--- src/rtl/chgdet_pkg.sv ---
package chgdet_pkg;

  // Comparator window bit positions on each data line
  localparam int LVL_N   = 3;
  localparam int LVL_1V2 = 0;
  localparam int LVL_2V0 = 1;
  localparam int LVL_2V8 = 2;

  localparam int STAT_W  = 4;
  localparam int DIV_N   = 4;

  typedef enum logic [2:0] {
    ST_IDLE,
    ST_DCD,
    ST_PRI,
    ST_SEC,
    ST_HV12,
    ST_HV9
  } phase_e;

  typedef enum logic [3:0] {
    SRC_NONE,
    SRC_SDP,
    SRC_CDP,
    SRC_DCP,
    SRC_HVDCP,
    SRC_UNK,
    SRC_DIV1,
    SRC_DIV2,
    SRC_DIV3,
    SRC_DIV4
  } src_e;

endpackage

--- src/rtl/chgdet_timer.sv ---
module chgdet_timer #(
  parameter int CNT_W = 8
) (
  input  logic             clk,
  input  logic             rst_n,
  input  logic             clr_i,
  input  logic             en_i,
  input  logic [CNT_W-1:0] lim_i,
  output logic             last_o
);

  logic [CNT_W-1:0] cnt_q, cnt_d;
  logic             cnt_we;

  always_comb begin
    cnt_we = clr_i | en_i;
    if (clr_i) cnt_d = '0;
    else       cnt_d = cnt_q + CNT_W'(1);
  end

  always_ff @(posedge clk or negedge rst_n) begin
    if (!rst_n)      cnt_q <= '0;
    else if (cnt_we) cnt_q <= cnt_d;
  end

  assign last_o = (cnt_q == (lim_i - CNT_W'(1)));

endmodule

--- src/rtl/chgdet_divmap.sv ---
module chgdet_divmap
  import chgdet_pkg::*;
(
  input  logic [LVL_N-1:0] dp_win_i,
  input  logic [LVL_N-1:0] dm_win_i,
  output logic             div_hit_o,
  output logic             any_flag_o,
  output src_e             div_kind_o
);

  localparam logic [LVL_N-1:0] W12 = LVL_N'(1) << LVL_1V2;
  localparam logic [LVL_N-1:0] W20 = LVL_N'(1) << LVL_2V0;
  localparam logic [LVL_N-1:0] W28 = LVL_N'(1) << LVL_2V8;

  // Divider patterns, index order matches SRC_DIV1..SRC_DIV4
  localparam logic [LVL_N-1:0] DP_PAT [DIV_N] = '{W28, W12, W20, W28};
  localparam logic [LVL_N-1:0] DM_PAT [DIV_N] = '{W20, W12, W28, W28};

  logic [DIV_N-1:0] match;

  for (genvar g = 0; g < DIV_N; g++) begin : g_pat
    assign match[g] = (dp_win_i == DP_PAT[g]) && (dm_win_i == DM_PAT[g]);
  end

  always_comb begin
    div_kind_o = SRC_NONE;
    for (int i = DIV_N - 1; i >= 0; i--) begin
      if (match[i]) div_kind_o = src_e'(4'(SRC_DIV1) + 4'(i));
    end
  end

  assign div_hit_o  = |match;
  assign any_flag_o = (|dp_win_i) | (|dm_win_i);

endmodule

--- src/rtl/chgdet_encode.sv ---
module chgdet_encode
  import chgdet_pkg::*;
#(
  parameter int ILIM_W = 9
) (
  input  src_e              kind_i,
  output logic [STAT_W-1:0] stat_o,
  output logic [ILIM_W-1:0] ilim_o
);

  always_comb begin
    unique case (kind_i)
      SRC_SDP:   begin stat_o = 4'b0001; ilim_o = ILIM_W'(50);  end
      SRC_CDP:   begin stat_o = 4'b0010; ilim_o = ILIM_W'(150); end
      SRC_DCP:   begin stat_o = 4'b0011; ilim_o = ILIM_W'(325); end
      SRC_HVDCP: begin stat_o = 4'b0100; ilim_o = ILIM_W'(150); end
      SRC_UNK:   begin stat_o = 4'b0101; ilim_o = ILIM_W'(300); end
      SRC_DIV1:  begin stat_o = 4'b0110; ilim_o = ILIM_W'(210); end
      SRC_DIV2:  begin stat_o = 4'b0110; ilim_o = ILIM_W'(200); end
      SRC_DIV3:  begin stat_o = 4'b0110; ilim_o = ILIM_W'(100); end
      SRC_DIV4:  begin stat_o = 4'b0110; ilim_o = ILIM_W'(240); end
      default:   begin stat_o = '0;      ilim_o = '0;           end
    endcase
  end

endmodule

--- src/rtl/chgdet_seq.sv ---
module chgdet_seq
  import chgdet_pkg::*;
#(
  parameter int DCD_TMO_CYC = 25_000_000,
  parameter int PRI_CYC     = 2_000_000,
  parameter int SEC_CYC     = 2_000_000,
  parameter int HV_CYC      = 5_000_000,
  parameter int ILIM_W      = 9
) (
  input  logic              clk,
  input  logic              rst_n,
  input  logic              start_i,
  input  logic              detach_i,
  input  logic              contact_i,
  input  logic [2:0]        dp_win_i,
  input  logic [2:0]        dm_win_i,
  input  logic              chg_port_i,
  input  logic              dcp_i,
  input  logic              hv_ack_i,
  input  logic              hv_en_i,
  input  logic              req12_en_i,
  input  logic              req9_en_i,
  input  logic              done_mask_i,
  output logic              busy_o,
  output logic [1:0]        hv_req_o,
  output logic [3:0]        stat_o,
  output logic [ILIM_W-1:0] ilim_o,
  output logic              done_o,
  output logic              irq_o
);

  localparam int MAX_AB  = (DCD_TMO_CYC > PRI_CYC) ? DCD_TMO_CYC : PRI_CYC;
  localparam int MAX_CD  = (SEC_CYC > HV_CYC) ? SEC_CYC : HV_CYC;
  localparam int MAX_CYC = (MAX_AB > MAX_CD) ? MAX_AB : MAX_CD;
  localparam int CNT_W   = $clog2(MAX_CYC + 1) + 1;

  // Reset: asserted asynchronously, released on the clock
  logic [1:0] rst_sync_q;
  logic       rst_in_n;

  always_ff @(posedge clk or negedge rst_n) begin
    if (!rst_n) rst_sync_q <= 2'b00;
    else        rst_sync_q <= {rst_sync_q[0], 1'b1};
  end
  assign rst_in_n = rst_sync_q[1];

  // Phase state and its timer
  phase_e           st_q, st_d;
  logic             t_clr, t_en, t_last;
  logic [CNT_W-1:0] t_lim;

  always_comb begin
    unique case (st_q)
      ST_DCD:           t_lim = CNT_W'(DCD_TMO_CYC);
      ST_PRI:           t_lim = CNT_W'(PRI_CYC);
      ST_SEC:           t_lim = CNT_W'(SEC_CYC);
      ST_HV12, ST_HV9:  t_lim = CNT_W'(HV_CYC);
      default:          t_lim = CNT_W'(1);
    endcase
  end

  assign t_clr = (st_d != st_q) || (st_q == ST_IDLE);
  assign t_en  = (st_q != ST_IDLE);

  chgdet_timer #(.CNT_W(CNT_W)) u_timer (
    .clk    (clk),
    .rst_n  (rst_in_n),
    .clr_i  (t_clr),
    .en_i   (t_en),
    .lim_i  (t_lim),
    .last_o (t_last)
  );

  // Line pattern classification
  logic div_hit, any_flag;
  src_e div_kind;

  chgdet_divmap u_divmap (
    .dp_win_i   (dp_win_i),
    .dm_win_i   (dm_win_i),
    .div_hit_o  (div_hit),
    .any_flag_o (any_flag),
    .div_kind_o (div_kind)
  );

  // Next-state decision
  logic fin, abort, begin_run;
  src_e fin_kind;
  logic hv12_ok, hv9_ok;

  assign hv12_ok = hv_en_i & req12_en_i;
  assign hv9_ok  = hv_en_i & req9_en_i;

  always_comb begin
    st_d      = st_q;
    fin       = 1'b0;
    fin_kind  = SRC_NONE;
    abort     = 1'b0;
    begin_run = 1'b0;
    if (detach_i) begin
      st_d  = ST_IDLE;
      abort = 1'b1;
    end else begin
      unique case (st_q)
        ST_IDLE: if (start_i) begin
          st_d      = ST_DCD;
          begin_run = 1'b1;
        end
        ST_DCD: if (contact_i || t_last) st_d = ST_PRI;
        ST_PRI: if (t_last) begin
          if (div_hit)         begin fin = 1'b1; fin_kind = div_kind; end
          else if (any_flag)   begin fin = 1'b1; fin_kind = SRC_UNK;  end
          else if (chg_port_i) st_d = ST_SEC;
          else                 begin fin = 1'b1; fin_kind = SRC_SDP;  end
        end
        ST_SEC: if (t_last) begin
          if (!dcp_i)       begin fin = 1'b1; fin_kind = SRC_CDP; end
          else if (hv12_ok) st_d = ST_HV12;
          else if (hv9_ok)  st_d = ST_HV9;
          else              begin fin = 1'b1; fin_kind = SRC_DCP; end
        end
        ST_HV12: begin
          if (hv_ack_i)    begin fin = 1'b1; fin_kind = SRC_HVDCP; end
          else if (t_last) begin
            if (hv9_ok) st_d = ST_HV9;
            else        begin fin = 1'b1; fin_kind = SRC_DCP; end
          end
        end
        ST_HV9: begin
          if (hv_ack_i)    begin fin = 1'b1; fin_kind = SRC_HVDCP; end
          else if (t_last) begin fin = 1'b1; fin_kind = SRC_DCP;   end
        end
        default: st_d = ST_IDLE;
      endcase
      if (fin) st_d = ST_IDLE;
    end
  end

  // Result encoding
  logic [STAT_W-1:0] enc_stat;
  logic [ILIM_W-1:0] enc_ilim;

  chgdet_encode #(.ILIM_W(ILIM_W)) u_enc (
    .kind_i (fin_kind),
    .stat_o (enc_stat),
    .ilim_o (enc_ilim)
  );

  // Output register next values and enables
  logic              res_we, done_we;
  logic [STAT_W-1:0] stat_q, stat_d;
  logic [ILIM_W-1:0] ilim_q, ilim_d;
  logic              done_q, done_d, irq_q, irq_d;

  always_comb begin
    res_we  = fin | abort | begin_run;
    done_we = res_we;
    if (fin) begin
      stat_d = enc_stat;
      ilim_d = enc_ilim;
      done_d = ~done_mask_i;
    end else begin
      stat_d = '0;
      ilim_d = '0;
      done_d = 1'b0;
    end
    irq_d = fin & ~done_mask_i;
  end

  always_ff @(posedge clk or negedge rst_in_n) begin
    if (!rst_in_n) begin
      st_q   <= ST_IDLE;
      stat_q <= '0;
      ilim_q <= '0;
      done_q <= 1'b0;
      irq_q  <= 1'b0;
    end else begin
      st_q  <= st_d;
      irq_q <= irq_d;
      if (res_we) begin
        stat_q <= stat_d;
        ilim_q <= ilim_d;
      end
      if (done_we) done_q <= done_d;
    end
  end

  assign busy_o   = (st_q != ST_IDLE);
  assign hv_req_o = {st_q == ST_HV12, st_q == ST_HV9};
  assign stat_o   = stat_q;
  assign ilim_o   = ilim_q;
  assign done_o   = done_q;
  assign irq_o    = irq_q;

endmodule

--- config.mk ---
export PLATFORM = sky130hd
export DESIGN_NAME = chgdet_seq
export DESIGN_NICKNAME = d
export VERILOG_FILES = /design/src/rtl/chgdet_pkg.sv /design/src/rtl/chgdet_timer.sv /design/src/rtl/chgdet_divmap.sv /design/src/rtl/chgdet_encode.sv /design/src/rtl/chgdet_seq.sv
export SDC_FILE = /design/constraint.sdc
export NUM_CORES = 1
export LEC_CHECK = 0
export BUFFER_PORTS_ARGS = -buffer_cell sky130_fd_sc_hd__buf_2
export CAP_MARGIN = 10
export CORE_MARGIN = 2
export CORE_UTILIZATION = 35
export CTS_CLUSTER_DIAMETER = 120
export CTS_CLUSTER_SIZE = 28
export DETAILED_ROUTE_END_ITERATION = 12
export MAX_ROUTING_LAYER = met4
export SYNTH_ARGS = -nofsm -noshare
export SYNTH_HDL_FRONTEND = slang
export SYNTH_SLANG_ARGS = --single-unit
--- constraint.sdc ---
create_clock -name clk -period 3.77 [get_ports clk]
set_input_delay 0.754 -clock clk [delete_from_list [all_inputs] [get_ports clk]]
set_output_delay 0.754 -clock clk [all_outputs]
set_load 0.005 [all_outputs]
==> reports/qor.csv, run 1 <==
stage;metric;value;unit
outcome;run_status;complete, no violations;
timing;whs;225;ps
timing;fin_crit_sh;92.5;%
global_routing;grt_max_degree;44;
logic_synthesis;synth_compound_area_share;15.5;%
cts;cts_hold_buf;0;
power_and_ir_drop;leakage;1.52;nW
logic_synthesis;async_flop_share;100;%
setup_path;endpoint_kind;register;
global_routing;grt_antenna_before_repair;0;
logic_synthesis;yosys_register_bits;45;
setup_path;start_kind;register;
logic_synthesis;yosysUniqueCellTypes;73;
logic_synthesis;yosys.area_share.simple;31.4;%
logic_synthesis;synth_edf_count;0;
place;place.gp.congestion;0.910;
die;dieArea;10200;um^2
place;portBuffers;34;
cts;cts_resized;0;
cells_and_area;drive_gt1_share;23.8;%
place;dp_hpwl;5.55;mm
die;initial_core_util;35.9;%
setup_path;crit_path_top_delay_cell;dfrtp_2;
logic_synthesis;syn_area;3300;um^2
min_path;hold_class;in -> async;
setup_path;crit_top_cell;ha_1;
die;die_y;101;um
timing;finClkSkew;7.56;ps
timing;fin_crit;3490;ps
logic_synthesis;muxShareOfSynthArea;1.90;%
global_routing;grt_pass1_vias;2451;
logic_synthesis;ys_seq_area_share;34.1;%
logic_synthesis;synth_top_family_by_area;simple AND/OR/NAND/NOR gates;
cts;cts-htree-levels;2;
setup_path;worstPathCellList;ha_1, nor2b_1, or4_4, o22ai_2, o211ai_2, nor2_1, and3_1, inv_1, ha_1, mux2i_1, nor3b_1, a211o_1;
route;post_drt_via_cell_ratio;5.33;
logic_synthesis;postSynthCellCount;351;
route;first_iter_violations;47;
global_routing;track_usage;15.1;%
route;drt-wirelength-per-cell;14.9;um
cts;clkLatencyLatePin;290;ps
timing;tns;0;ps
power_and_ir_drop;ir_drop;0.142;mV
cts;postCtsSetupBuffers;0;
timing;drv_slew;0;
flow_run;maxCapViolations;0;
logic_synthesis;synth.avg_cell_area;9.40;um^2
cts;cts_buffers;5;
die;rows;35;
cts;clock_path_buffers;2;
timing;finalHoldViolations;0;
cells_and_area;diodes;0;
power_and_ir_drop;seqPwrFrac;46.5;%
cts;tritoncts;yes;
route;drc;0;
die;die_w;101;um
setup_path;cp_data_arrival_time;3680;ps
cts;root_buffer;clkbuf_8;
logic_synthesis;ys.flop_type;dfrtp_1;
route;ant_nets;0;
power_and_ir_drop;power_switching;0.362;mW
timing;max_freq;287;MHz
power_and_ir_drop;p_per_area;299;nW/um^2
die;io_pins;36;
cells_and_area;final_core_util;39.4;%
power_and_ir_drop;power.internal;0.720;mW
setup_path;crit_required;3960;ps
power_and_ir_drop;clkPwrFrac;27.3;%
logic_synthesis;synth.net_count;381;
logic_synthesis;synthXorXnorAreaFrac;7.43;%
cts;clk_pin_slew;90;ps
setup_path;critPathMaxFanout;16;
global_routing;grt_overflow;0;
cells_and_area;final_nets;412;
setup_path;path_class;reg -> reg;
route;firstDrtPassIters;4;
cells_and_area;syn_to_final_growth;9.82;%
route;wl;7.34;mm
power_and_ir_drop;power_frac_comb;26.2;%
global_routing;grt_pass1_wl;12.1;mm
power_and_ir_drop;p_sw_share;33.5;%
timing;worstMarginPinSlew;932;ps
setup_path;cpPeakStageDelay;520;ps
timing;rsz0062_at_grt;no;
cts;numClockSinks;45;
timing;setup_viol;0;
die;core-area;9200;um^2
logic_synthesis;synth-adder-area-share;4.55;%
route;vias;2635;
timing;relSlewSlack;37.9;%
logic_synthesis;synth_warnings;0;
critical path, delay by kind of cell (launching register included):
family | cells | cell delay, ps
AND/OR/NAND/NOR | 5 | 1140
AO/OA/AOI/OAI | 3 | 660
adder cells (fa/ha/maj) | 2 | 770
multiplexers | 1 | 150
buffers and inverters | 1 | 130
flip-flops | 1 | 520
kinds of logic after synthesis:
group / after synthesis
simple gates: 173
compound gates: 61
flops: 45
xor+xnor: 28
buf+inv: 24
fa+ha+maj: 12
mux: 6
other cells: 2
metrics by stage:
| stage | power, mW | area, um^2 | std cells | setup WS (ps) |
|---|---|---|---|---|
| finish | 1.08 | 3620 | 494 | 283 |
| floorplan | 0.732 | 3300 | 351 | 402 |
| global placement | 0.796 | 3540 | 486 | 365 |
| CTS | 1.10 | 3620 | 494 | 182 |
| detailed placement | 0.797 | 3540 | 486 | 205 |
| global route | 1.14 | 3620 | 494 | 37.3 |
synthesized netlist by cell type, drive strengths merged (8+ instances only):
cell / number / share of area, %
buf: 8 / 2.4
xor2: 15 / 4.0
xnor2: 13 / 3.5
ha: 12 / 4.6
o21ai: 13 / 2.4
nand2: 34 / 4.1
nor3: 40 / 9.4
nand4: 11 / 2.3
inv: 8 / 0.91
dfrtp: 45 / 34
nor2: 31 / 3.5
clkbuf: 8 / 1.6
nand3: 17 / 2.7
flip-flops by register name (all words and copies together), names as in the netlist:
signal         cells
u_timer.cnt_q     26
ilim_o             9
st_q               3
stat_o             3
rst_sync_q         2
done_o             1
irq_o              1
per-layer routing:
layer  GRT usage (%)  vias up  share of wire, %
li1                -     1330                 -
met3            2.50        6               3.2
met4            2.91        0              0.75
met5               -        -                 0
met1            21.1     1257                51
met2            23.3       42                45
power groups by stage:
stage               Clock [mW]  Combinational, mW  Sequential, mW
floorplan                    0              0.222           0.510
global placement             0              0.282           0.513
detailed placement           0              0.284           0.514
CTS                      0.309              0.285           0.504
global route             0.327              0.309           0.506
finish                   0.295              0.284           0.503
cells in the final DEF, fill, tap and decap left out, types with 8 or more instances in the layout:
cell type  netlist  final
nand4_1         10     10
nor2_1          31     31
xnor2_1         13     13
inv_1            8      8
o21ai_0         10     10
nand3_1         16     16
buf_2            3     34
nand2_1         33     33
xor2_1          15     15
ha_1            12     12
nor3_2          20     20
nor3_1          19     19
dfrtp_1         45     43
path summary, 6_finish.rpt:
path	start	endpoint	slack [ps]	depth (start not counted)
setup / recovery	st_q[2]$_DFF_PN0_	ilim_o[7]$_DFFE_PN0P_	280	12
hold reg to reg	rst_sync_q[0]$_DFF_PN0_	rst_sync_q[1]$_DFF_PN0_	360	0
setup reg to reg	st_q[2]$_DFF_PN0_	ilim_o[7]$_DFFE_PN0P_	280	12
min in group clk	rst_sync_q[0]$_DFF_PN0_	rst_sync_q[1]$_DFF_PN0_	360	0
hold / removal	rst_n	rst_sync_q[1]$_DFF_PN0_	230	1
max in group asynchronous	rst_sync_q[1]$_DFF_PN0_	st_q[2]$_DFF_PN0_	2700	0
area by class of cell:
cell class | count | area, um^2
multi-input combinational | 282 | 2010
sequential | 45 | 1130
timing repair buffer | 40 | 228
clock inverter | 1 | 7.51
clock buffer | 7 | 76.3
fill | 926 | 5570
tap | 111 | 139
inverter | 8 | 30.0
Note: power is estimated with default switching activity, not from simulation.
==> run 2, diff against run 1 <==
ABC_AREA = 0   (was default)
RECOVER_POWER = 25   (was default)
==> reports/qor.csv, run 2 (same netlist as run 1, synthesis figures left out) <==
stage;metric;value;unit;change
cells_and_area;seq_area;1130;um^2;-0.11%
global_routing;grt_max_degree;44;;unchanged
cells_and_area;final_nets;412;;unchanged
die;rows;35;;unchanged
timing;fin_crit;3490;ps;unchanged
place;place.gp.congestion;0.910;;unchanged
setup_path;crit_required;3960;ps;about the same
power_and_ir_drop;leakage;1.52;nW;-0.12%
timing;drv_slew;44;;+44
cells_and_area;multi_input_area;2010;um^2;unchanged
cts;cts_buffers;5;;unchanged
cts;cts_hold_buf;0;;unchanged
cells_and_area;syn_to_final_growth;9.75;%;about the same
global_routing;track_usage;15.1;%;unchanged
cts;root_buffer;clkbuf_8;;
outcome;run_status;complete, but fails checks;;
timing;tns;0;ps;unchanged
die;die_w;101;um;unchanged
setup_path;start_kind;register;;
cells_and_area;fillers;926;;unchanged
setup_path;crit_top_cell;ha_1;;
cts;numClockSinks;45;;unchanged
min_path;hold_class;in -> async;;
power_and_ir_drop;ir_drop;0.142;mV;about the same
cts;cts-htree-levels;2;;unchanged
route;post_drt_via_cell_ratio;5.33;;unchanged
die;core-area;9200;um^2;unchanged
outcome;violations;capacitance limit, slew limit;;
timing;max_freq;287;MHz;unchanged
timing;finClkSkew;7.56;ps;unchanged
cells_and_area;drive_gt1_share;23.2;%;-0.52 points
setup_path;worstPathCellList;ha_1, nor2b_1, or4_4, o22ai_2, o211ai_2, nor2_1, and3_1, inv_1, ha_1, mux2i_1, nor3b_1, a211o_1;;
cells_and_area;diodes;0;;unchanged
timing;finalHoldViolations;0;;unchanged
setup_path;crit_buf_inv;1;;unchanged
global_routing;grt_pass1_wl;12.1;mm;unchanged
die;io_pins;36;;unchanged
route;first_iter_violations;47;;unchanged
cells_and_area;layout_commonest_cell;dfrtp_1;;
setup_path;crit_path_top_delay_cell;dfrtp_2;;
place;portBuffers;34;;unchanged
setup_path;endpoint_kind;register;;
place;post_dp_cell_area;3540;um^2;unchanged
route;vias;2635;;unchanged
route;drc;0;;unchanged
flow_run;maxCapViolations;1;;+1
setup_path;cpPeakStageDelay;520;ps;about the same
route;firstDrtPassIters;4;;unchanged
route;wl;7.34;mm;unchanged
setup_path;cp_data_arrival_time;3680;ps;about the same
global_routing;grt_overflow;0;;unchanged
cts;cts_resized;0;;unchanged
cts;tritoncts;yes;;
cells_and_area;top_register;u_timer.cnt_q;;
timing;rsz0062_at_grt;no;;
die;initial_core_util;35.9;%;unchanged
global_routing;grt_antenna_before_repair;0;;unchanged
cells_and_area;fin_area;3620;um^2;about the same
timing;relSlewSlack;-13.8;%;-52 points
cts;clkLatencyLatePin;290;ps;about the same
setup_path;crit_family;simple AND/OR/NAND/NOR gates;;
route;drt-wirelength-per-cell;14.9;um;unchanged
setup_path;path_class;reg -> reg;;
timing;fin_crit_sh;92.5;%;unchanged
cells_and_area;largest_register_ffs;26;;unchanged
timing;worstMarginPinSlew;1710;ps;+775 ps
cts;postCtsSetupBuffers;0;;unchanged
power_and_ir_drop;p_per_area;299;nW/um^2;about the same
die;dieArea;10200;um^2;unchanged
timing;setup_viol;0;;unchanged
cts;clock_path_buffers;2;;unchanged
place;dp_hpwl;5.55;mm;unchanged
timing;setup_ws;283;ps;unchanged
route;ant_nets;0;;unchanged
die;die_y;101;um;unchanged
global_routing;grt_pass1_vias;2451;;unchanged
setup_path;critPathMaxFanout;16;;unchanged
cells_and_area;mostFrequentLayoutCells;44 x dfrtp_1, 33 x nand2_1, 33 x buf_2, 31 x nor2_1, 20 x nor3_2;;
place;post-place-ws;205;ps;unchanged
cts;clk_pin_slew;90;ps;about the same
## run 2: cell types whose count changed in the layout (fill, tap and decap cells not counted)
cell	change
buf_2	-1
clkbuf_1	+1
dfrtp_1	+1
dfrtp_2	-1
## run 2: path summary, 6_finish.rpt
| path | depth (start not counted) | end | start | slack, ps |
|---|---|---|---|---|
| max | 12 | ilim_o[7]$_DFFE_PN0P_ | st_q[2]$_DFF_PN0_ | 280 |
| min | 1 | rst_sync_q[0]$_DFF_PN0_ | rst_n | 220 |
| max reg2reg | 12 | ilim_o[7]$_DFFE_PN0P_ | st_q[2]$_DFF_PN0_ | 280 |
| min reg2reg | 0 | rst_sync_q[1]$_DFF_PN0_ | rst_sync_q[0]$_DFF_PN0_ | 360 |
| max in group asynchronous | 0 | st_q[2]$_DFF_PN0_ | rst_sync_q[1]$_DFF_PN0_ | 1920 |
| min in group clk | 0 | rst_sync_q[1]$_DFF_PN0_ | rst_sync_q[0]$_DFF_PN0_ | 360 |
## run 2: layout make-up
type	instances	area share (%)
Timing Repair Buffer	40	6.25
Tap cell	111	3.84
Clock inverter	1	0.207
Sequential cell	45	31.1
Multi-Input combinational cell	282	55.6
Inverter	8	0.829
Clock buffer	7	2.11
## run 2: layer usage
metal / part of all wire [%] / routed length, um / track usage [%]
met5: 0 / 0 / -
met4: 0.75 / 55 / 2.91
met1: 51 / 3720 / 21.1
met2: 45 / 3330 / 23.3
met3: 3.2 / 238 / 2.50
## run 2: per-stage QoR
| stage | util, % | cells | power [mW] | hold WS, ps |
|---|---|---|---|---|
| 3_5_place_dp | 38.5 | 486 | 0.797 | 343 |
| 5_1_grt | 39.4 | 494 | 1.14 | 224 |
| 2_1_floorplan | - | 351 | 0.732 | 331 |
| 6_report | 39.4 | 494 | 1.08 | 224 |
| 4_1_cts | 39.4 | 494 | 1.10 | 214 |
| 3_3_place_gp | 38.5 | 486 | 0.796 | 336 |
## run 2: power breakdown
part / total [mW] / switching [mW] / internal [mW]
Clock: 0.295 / 0.164 / 0.131
Combinational: 0.284 / 0.183 / 0.100
Sequential: 0.503 / 0.0151 / 0.488
